[src/rtl/dsadc_pkg.sv]
package dsadc_pkg;
  typedef enum logic [1:0] {
    MUX_ZERO   = 2'b00,
    MUX_INPUT  = 2'b01,
    MUX_POSREF = 2'b10,
    MUX_NEGREF = 2'b11
  } mux_code_t;

  typedef enum logic [1:0] {
    PH_IDLE  = 2'd0,
    PH_INTEG = 2'd1,
    PH_DEINT = 2'd2,
    PH_ZERO  = 2'd3
  } phase_t;
endpackage

[src/rtl/dsadc_rst_sync.sv]
module dsadc_rst_sync #(
  parameter int STAGES = 2
) (
  input  logic clk,
  input  logic rst_n_in,
  output logic rst_n_out
);
  logic [STAGES-1:0] sync_q;

  always_ff @(posedge clk or negedge rst_n_in) begin
    if (!rst_n_in) sync_q <= '0;
    else           sync_q <= {sync_q[STAGES-2:0], 1'b1};
  end

  assign rst_n_out = sync_q[STAGES-1];
endmodule

[src/rtl/dsadc_deint_cnt.sv]
module dsadc_deint_cnt #(
  parameter int CNT_W = 16
) (
  input  logic             clk,
  input  logic             rst_n,
  input  logic             run,
  input  logic             inc,
  output logic [CNT_W-1:0] cnt,
  output logic             full
);
  localparam logic [CNT_W-1:0] FULL_SCALE = {CNT_W{1'b1}};

  logic [CNT_W-1:0] cnt_q, cnt_d;

  // Cleared whenever de-integration is not running; advances only when told to.
  always_comb begin
    cnt_d = cnt_q;
    if (!run)     cnt_d = '0;
    else if (inc) cnt_d = cnt_q + 1'b1;
  end

  always_ff @(posedge clk or negedge rst_n) begin
    if (!rst_n) cnt_q <= '0;
    else        cnt_q <= cnt_d;
  end

  assign cnt  = cnt_q;
  assign full = (cnt_q == FULL_SCALE);
endmodule

[src/rtl/dsadc_zero_timer.sv]
module dsadc_zero_timer #(
  parameter int ZERO_CYCLES = 256
) (
  input  logic clk,
  input  logic rst_n,
  input  logic run,
  output logic expired
);
  localparam int TW = (ZERO_CYCLES > 1) ? $clog2(ZERO_CYCLES) : 1;
  localparam logic [TW-1:0] LAST = TW'(ZERO_CYCLES - 1);

  logic [TW-1:0] tmr_q, tmr_d;

  always_comb begin
    tmr_d = tmr_q;
    if (!run)            tmr_d = '0;
    else if (!expired)   tmr_d = tmr_q + 1'b1;
  end

  always_ff @(posedge clk or negedge rst_n) begin
    if (!rst_n) tmr_q <= '0;
    else        tmr_q <= tmr_d;
  end

  assign expired = run && (tmr_q == LAST);
endmodule

[src/rtl/dsadc_seq.sv]
module dsadc_seq
  import dsadc_pkg::*;
#(
  parameter int CNT_W = 16
) (
  input  logic             clk,
  input  logic             rst_n,
  input  logic             start,
  input  logic             ref_hit,
  input  logic             zero_cross,
  input  logic [CNT_W-1:0] cnt,
  input  logic             cnt_full,
  input  logic             zero_expired,
  output logic             cnt_run,
  output logic             cnt_inc,
  output logic             zero_run,
  output mux_code_t        mux_code,
  output logic             in_invert,
  output logic             done,
  output logic [CNT_W-1:0] result,
  output logic             result_neg,
  output logic             overrange
);
  phase_t           ph_q, ph_d;
  logic             pol_q, pol_d;
  logic [CNT_W-1:0] cap_q, cap_d;
  logic             cap_ovr_q, cap_ovr_d;
  logic [CNT_W-1:0] res_q, res_d;
  logic             neg_q, neg_d;
  logic             ovr_q, ovr_d;
  logic             done_q, done_d;

  // Next-state and datapath enables
  always_comb begin
    ph_d      = ph_q;
    pol_d     = pol_q;
    cap_d     = cap_q;
    cap_ovr_d = cap_ovr_q;
    res_d     = res_q;
    neg_d     = neg_q;
    ovr_d     = ovr_q;
    done_d    = 1'b0;
    cnt_run   = 1'b0;
    cnt_inc   = 1'b0;
    zero_run  = 1'b0;
    unique case (ph_q)
      PH_IDLE: begin
        if (start) ph_d = PH_INTEG;
      end
      PH_INTEG: begin
        if (ref_hit) ph_d = PH_DEINT;
      end
      PH_DEINT: begin
        cnt_run = 1'b1;
        if (zero_cross) begin
          cap_d     = cnt;
          cap_ovr_d = 1'b0;
          ph_d      = PH_ZERO;
        end else if (cnt_full) begin
          cap_d     = cnt;
          cap_ovr_d = 1'b1;
          ph_d      = PH_ZERO;
        end else begin
          cnt_inc = 1'b1;
        end
      end
      PH_ZERO: begin
        zero_run = 1'b1;
        if (zero_expired) begin
          res_d  = cap_q;
          ovr_d  = cap_ovr_q;
          neg_d  = pol_q;
          pol_d  = ~pol_q;
          done_d = 1'b1;
          ph_d   = PH_IDLE;
        end
      end
      default: ph_d = PH_IDLE;
    endcase
  end

  always_ff @(posedge clk or negedge rst_n) begin
    if (!rst_n) begin
      ph_q      <= PH_IDLE;
      pol_q     <= 1'b0;
      cap_q     <= '0;
      cap_ovr_q <= 1'b0;
      res_q     <= '0;
      neg_q     <= 1'b0;
      ovr_q     <= 1'b0;
      done_q    <= 1'b0;
    end else begin
      ph_q      <= ph_d;
      pol_q     <= pol_d;
      cap_q     <= cap_d;
      cap_ovr_q <= cap_ovr_d;
      res_q     <= res_d;
      neg_q     <= neg_d;
      ovr_q     <= ovr_d;
      done_q    <= done_d;
    end
  end

  // Select code decoded from the phase register
  always_comb begin
    unique case (ph_q)
      PH_INTEG: mux_code = MUX_INPUT;
      PH_DEINT: mux_code = pol_q ? MUX_POSREF : MUX_NEGREF;
      default:  mux_code = MUX_ZERO;
    endcase
  end

  assign in_invert  = pol_q;
  assign done       = done_q;
  assign result     = res_q;
  assign result_neg = neg_q;
  assign overrange  = ovr_q;
endmodule

[src/rtl/dsadc_ctrl.sv]
module dsadc_ctrl
  import dsadc_pkg::*;
#(
  parameter int CNT_W       = 16,
  parameter int ZERO_CYCLES = 256,
  parameter int RST_STAGES  = 2
) (
  input  logic             clk,
  input  logic             rst_n,
  input  logic             start,
  input  logic             ref_hit,
  input  logic             zero_cross,
  output logic [1:0]       mux_sel,
  output logic             in_invert,
  output logic             done,
  output logic [CNT_W-1:0] result,
  output logic             result_neg,
  output logic             overrange
);
  logic             srst_n;
  logic [CNT_W-1:0] cnt;
  logic             cnt_full, cnt_run, cnt_inc;
  logic             zero_run, zero_expired;
  mux_code_t        mux_code;

  dsadc_rst_sync #(.STAGES(RST_STAGES)) u_rst (
    .clk(clk), .rst_n_in(rst_n), .rst_n_out(srst_n)
  );

  dsadc_deint_cnt #(.CNT_W(CNT_W)) u_cnt (
    .clk(clk), .rst_n(srst_n), .run(cnt_run), .inc(cnt_inc),
    .cnt(cnt), .full(cnt_full)
  );

  dsadc_zero_timer #(.ZERO_CYCLES(ZERO_CYCLES)) u_zero (
    .clk(clk), .rst_n(srst_n), .run(zero_run), .expired(zero_expired)
  );

  dsadc_seq #(.CNT_W(CNT_W)) u_seq (
    .clk(clk), .rst_n(srst_n), .start(start), .ref_hit(ref_hit),
    .zero_cross(zero_cross), .cnt(cnt), .cnt_full(cnt_full),
    .zero_expired(zero_expired), .cnt_run(cnt_run), .cnt_inc(cnt_inc),
    .zero_run(zero_run), .mux_code(mux_code), .in_invert(in_invert),
    .done(done), .result(result), .result_neg(result_neg),
    .overrange(overrange)
  );

  assign mux_sel = mux_code;
endmodule

[config.mk]
export PLATFORM = sky130hd
export DESIGN_NAME = dsadc_ctrl
export DESIGN_NICKNAME = d
export VERILOG_FILES = /design/src/rtl/dsadc_pkg.sv /design/src/rtl/dsadc_rst_sync.sv /design/src/rtl/dsadc_deint_cnt.sv /design/src/rtl/dsadc_zero_timer.sv /design/src/rtl/dsadc_seq.sv /design/src/rtl/dsadc_ctrl.sv
export SDC_FILE = /design/constraint.sdc
export NUM_CORES = 1
export LEC_CHECK = 0
export BUFFER_PORTS_ARGS = -buffer_cell sky130_fd_sc_hd__buf_2
export CORE_ASPECT_RATIO = 0.5
export CORE_MARGIN = 5
export CORE_UTILIZATION = 58
export DETAILED_ROUTE_END_ITERATION = 12
export PLACE_DENSITY = 0.89
export SLEW_MARGIN = 25
export SYNTH_ARGS = -nofsm -noshare
export SYNTH_HDL_FRONTEND = slang
export SYNTH_SLANG_ARGS = --single-unit
[constraint.sdc]
create_clock -name clk -period 2.37 [get_ports clk]
set_input_delay 0.1185 -clock clk [delete_from_list [all_inputs] [get_ports clk]]
set_output_delay 0.1185 -clock clk [all_outputs]
set_load 0.02 [all_outputs]
==> results by group <==
Setup path
  • Arr. time, crit path: 2.08 ns
  • RR Startpoint: u_cnt.cnt[0]
  • Setup crit start kind: register
  • Worst setup path class: register to primary output
  • Worst Path Required: 2.25 ns
  • R2r setup slk: 0.34 ns
  • Reg2reg end: u_seq.cap_q[10]
  • R2R cell count: 6
  • Critical Path End: mux_sel[0]
  • Crit path capture type: primary output
  • Crit path max fanout: 15
  • CP startpoint: u_seq.ph_q[0]

Placement
  • Gpl congestion: 0.8434
  • Post-DP HPWL: 3.839 mm
  • Port Buffer Count: 26
  • Cell Area, Placed: 3144 sq um

Synth
  • Synth area leader: dfrtp_1
  • Synth top area share: 55.82%
  • Sequential share of the synthesized area: 55.82%
  • Count leader, synth: dfrtp_1
  • Post-synth EDFFs: 0
  • Number of library cell types mapped by synthesis: 41
  • Asr flop ratio synth: 100.0%
  • Top cells by area, synth: dfrtp_1, mux2_2, mux2_4
  • Synthesized instance count: 234
  • Area of the mapped netlist: 2914 sq um
  • Commonest cells in the netlist: dfrtp_1, mux2_2, a21oi_1, inv_1
  • Post-Syn Area per Cell: 12.45 sq um
  • Ys flop type: dfrtp_1
  • Net Count, Synth: 245
  • FF+latch count, synth: 65
  • Synth warn: 0

STA
  • Hold_ws: 0.08288 ns
  • Setup TNS: 0 ns
  • Hold Violations, Final: 0
  • Rel. slew slack: 48.93%
  • Tightest Pin Transition: 0.7661 ns
  • # setup viols final: 0
  • Count of pins over their slew limit: 0
  • Fmax: 454.6 MHz
  • Final period utilization: 92.81%
  • Post-layout min period: 2.200 ns
  • RSZ-0062 raised after global routing: no
  • Clock Skews: 0.008240 ns

Clock tree
  • Post-CTS Setup Bufs: 0
  • CTS Buffer Depth: 2
  • Root buf cell: clkbuf_8
  • Clock-pin slew on the worst setup and hold paths: 0.07 ns
  • CTS tree: built
  • CTS resizes: 0
  • Cts hold-fix bufs: 1
  • CTS Buf Count: 9
  • CTS Sinks: 65
  • Htree depth: 3
  • Clock latency on the worst-skew pair: 0.35 ns

Global route
  • GRT Residual Overflow: 0
  • GRT Overall Usage: 20.64%
  • Vias in the first global route: 2142
  • Largest net degree at the start of global routing: 38
  • First-pass GRT wire length: 10.15 mm
  • Initial antenna violation count: 0

Pwr
  • Pwr Density: 783.6 nW/um^2
  • Peak supply drop: 0.4938 mV
  • Pleak: 0.001652 uW

Drt
  • Routed Wire Length: 5.777 mm
  • Pre-antenna DRT Iters: 4
  • # DRC: 0
  • Post-route ant nets: 0
  • Vias: 2016
  • Initial drt markers: 178
  • DR vias/cell: 5.860
  • WL per Instance: 16.79 microns

Hold path
  • Hold/Removal Path Class: primary input to asynchronous set/reset pin

Floorplanning
  • Core Footprint: 4887 sq um
  • Die W: 110.2 microns
  • Die Ht: 60.12 microns
  • # IOs: 27
  • Initial Utilization: 59.63%
  • Die area: 6628 sq um
  • Placement Rows: 18

Flow run
  • Max-cap violation count: 0

Layout
  • Share of cells above drive strength 1: 31.02%
  • Antenna diode count: 0
  • Layout Nets: 280
  • Synth-to-layout area growth: 14.73%
  • Fin area: 3343 sq um
  • Final Core Density: 68.41%

Outcome
  • Status: complete, no violations
worst max-delay path, stage by stage (launching register included):
cell     delay (ns)
dfrtp_1        0.40
inv_1          0.11
ha_1           0.42
inv_1          0.36
nor2_1         0.18
o21a_1         0.12
buf_2          0.15
cell families (layout without fill, tap and decap cells):
| group | after synthesis | count (layout) | share of synthesized area, % |
|---|---|---|---|
| buffers and inverters | 19 | 59 | 2.748 |
| multiplexers | 37 | 37 | 15.54 |
| flip-flops | 65 | 65 | 55.82 |
| other | 1 | 1 | 0.1287 |
| adder cells (fa/ha/maj) | 6 | 6 | 2.576 |
| XOR/XNOR | 5 | 5 | 1.503 |
| AND/OR/NAND/NOR | 56 | 56 | 11.42 |
| AO/OA/AOI/OAI | 45 | 45 | 10.26 |
state kept, by name (all words and copies together), names as in the netlist:
register          cells
u_cnt.cnt            16
u_seq.cap_q          16
u_seq.result         16
u_zero.tmr_q          8
u_rst.sync_q          2
u_seq.ph_q            2
u_seq.cap_ovr_q       1
u_seq.done            1
u_seq.in_invert       1
u_seq.overrange       1
u_seq.result_neg      1
final cells by class:
cell class | instances | area, sq um
multi-input cells | 150 | 1207
flip-flops and latches | 65 | 1628
fillers | 350 | 1544
clock inverters | 3 | 40.04
clock buffers | 13 | 148.9
inverters | 11 | 41.29
well taps | 70 | 87.58
repair buffers | 32 | 190.2
cells in the final DEF, fill, tap and decap left out, types with 6 or more instances in the layout:
master	instances
buf_2	26
mux2_4	10
nor2_1	10
mux2_2	26
inv_1	11
ha_1	6
or4_1	9
nand3_1	7
a21oi_1	16
o21ai_0	7
nand2_1	8
dfrtp_1	64
clkbuf_8	10
o31ai_1	8
worst min path at each step:
stage	endpoint	slack, ns	cells past startpoint
final	u_rst.sync_q[1]	0.08	2
after detailed placement	u_rst.sync_q[0]	-0.09	1
after global routing	u_rst.sync_q[1]	0.09	2
after global placement	u_rst.sync_q[0]	-0.1	1
after floorplan	u_rst.sync_q[0]	-0.18	0
after CTS	u_rst.sync_q[1]	0.07	2
report_power, final:
group / switching [uW] / internal, uW / total (uW)
combinational: 290 / 191 / 481
sequential: 60.3 / 1170 / 1230
clock: 394 / 512 / 906
total: 745 / 1870 / 2620
layer usage:
metal,vias to the layer above,track usage [%],part of all wire [%]
met1,1015,24.63,44
met3,14,7.120,5.3
met2,54,34.57,48
met4,0,8.772,2.0
li1,933,-,-
met5,-,0,0
per-stage QoR:
stage | instances | power [uW] | worst slack [ns]
2_1_floorplan | 234 | 1613 | 0.4261
3_3_place_gp | 327 | 1701 | 0.4553
3_5_place_dp | 327 | 1727 | 0.3478
4_1_cts | 344 | 2632 | 0.1868
5_1_grt | 344 | 2753 | 0.02831
6_report | 344 | 2620 | 0.1705
(Power assumes the default switching activity.)
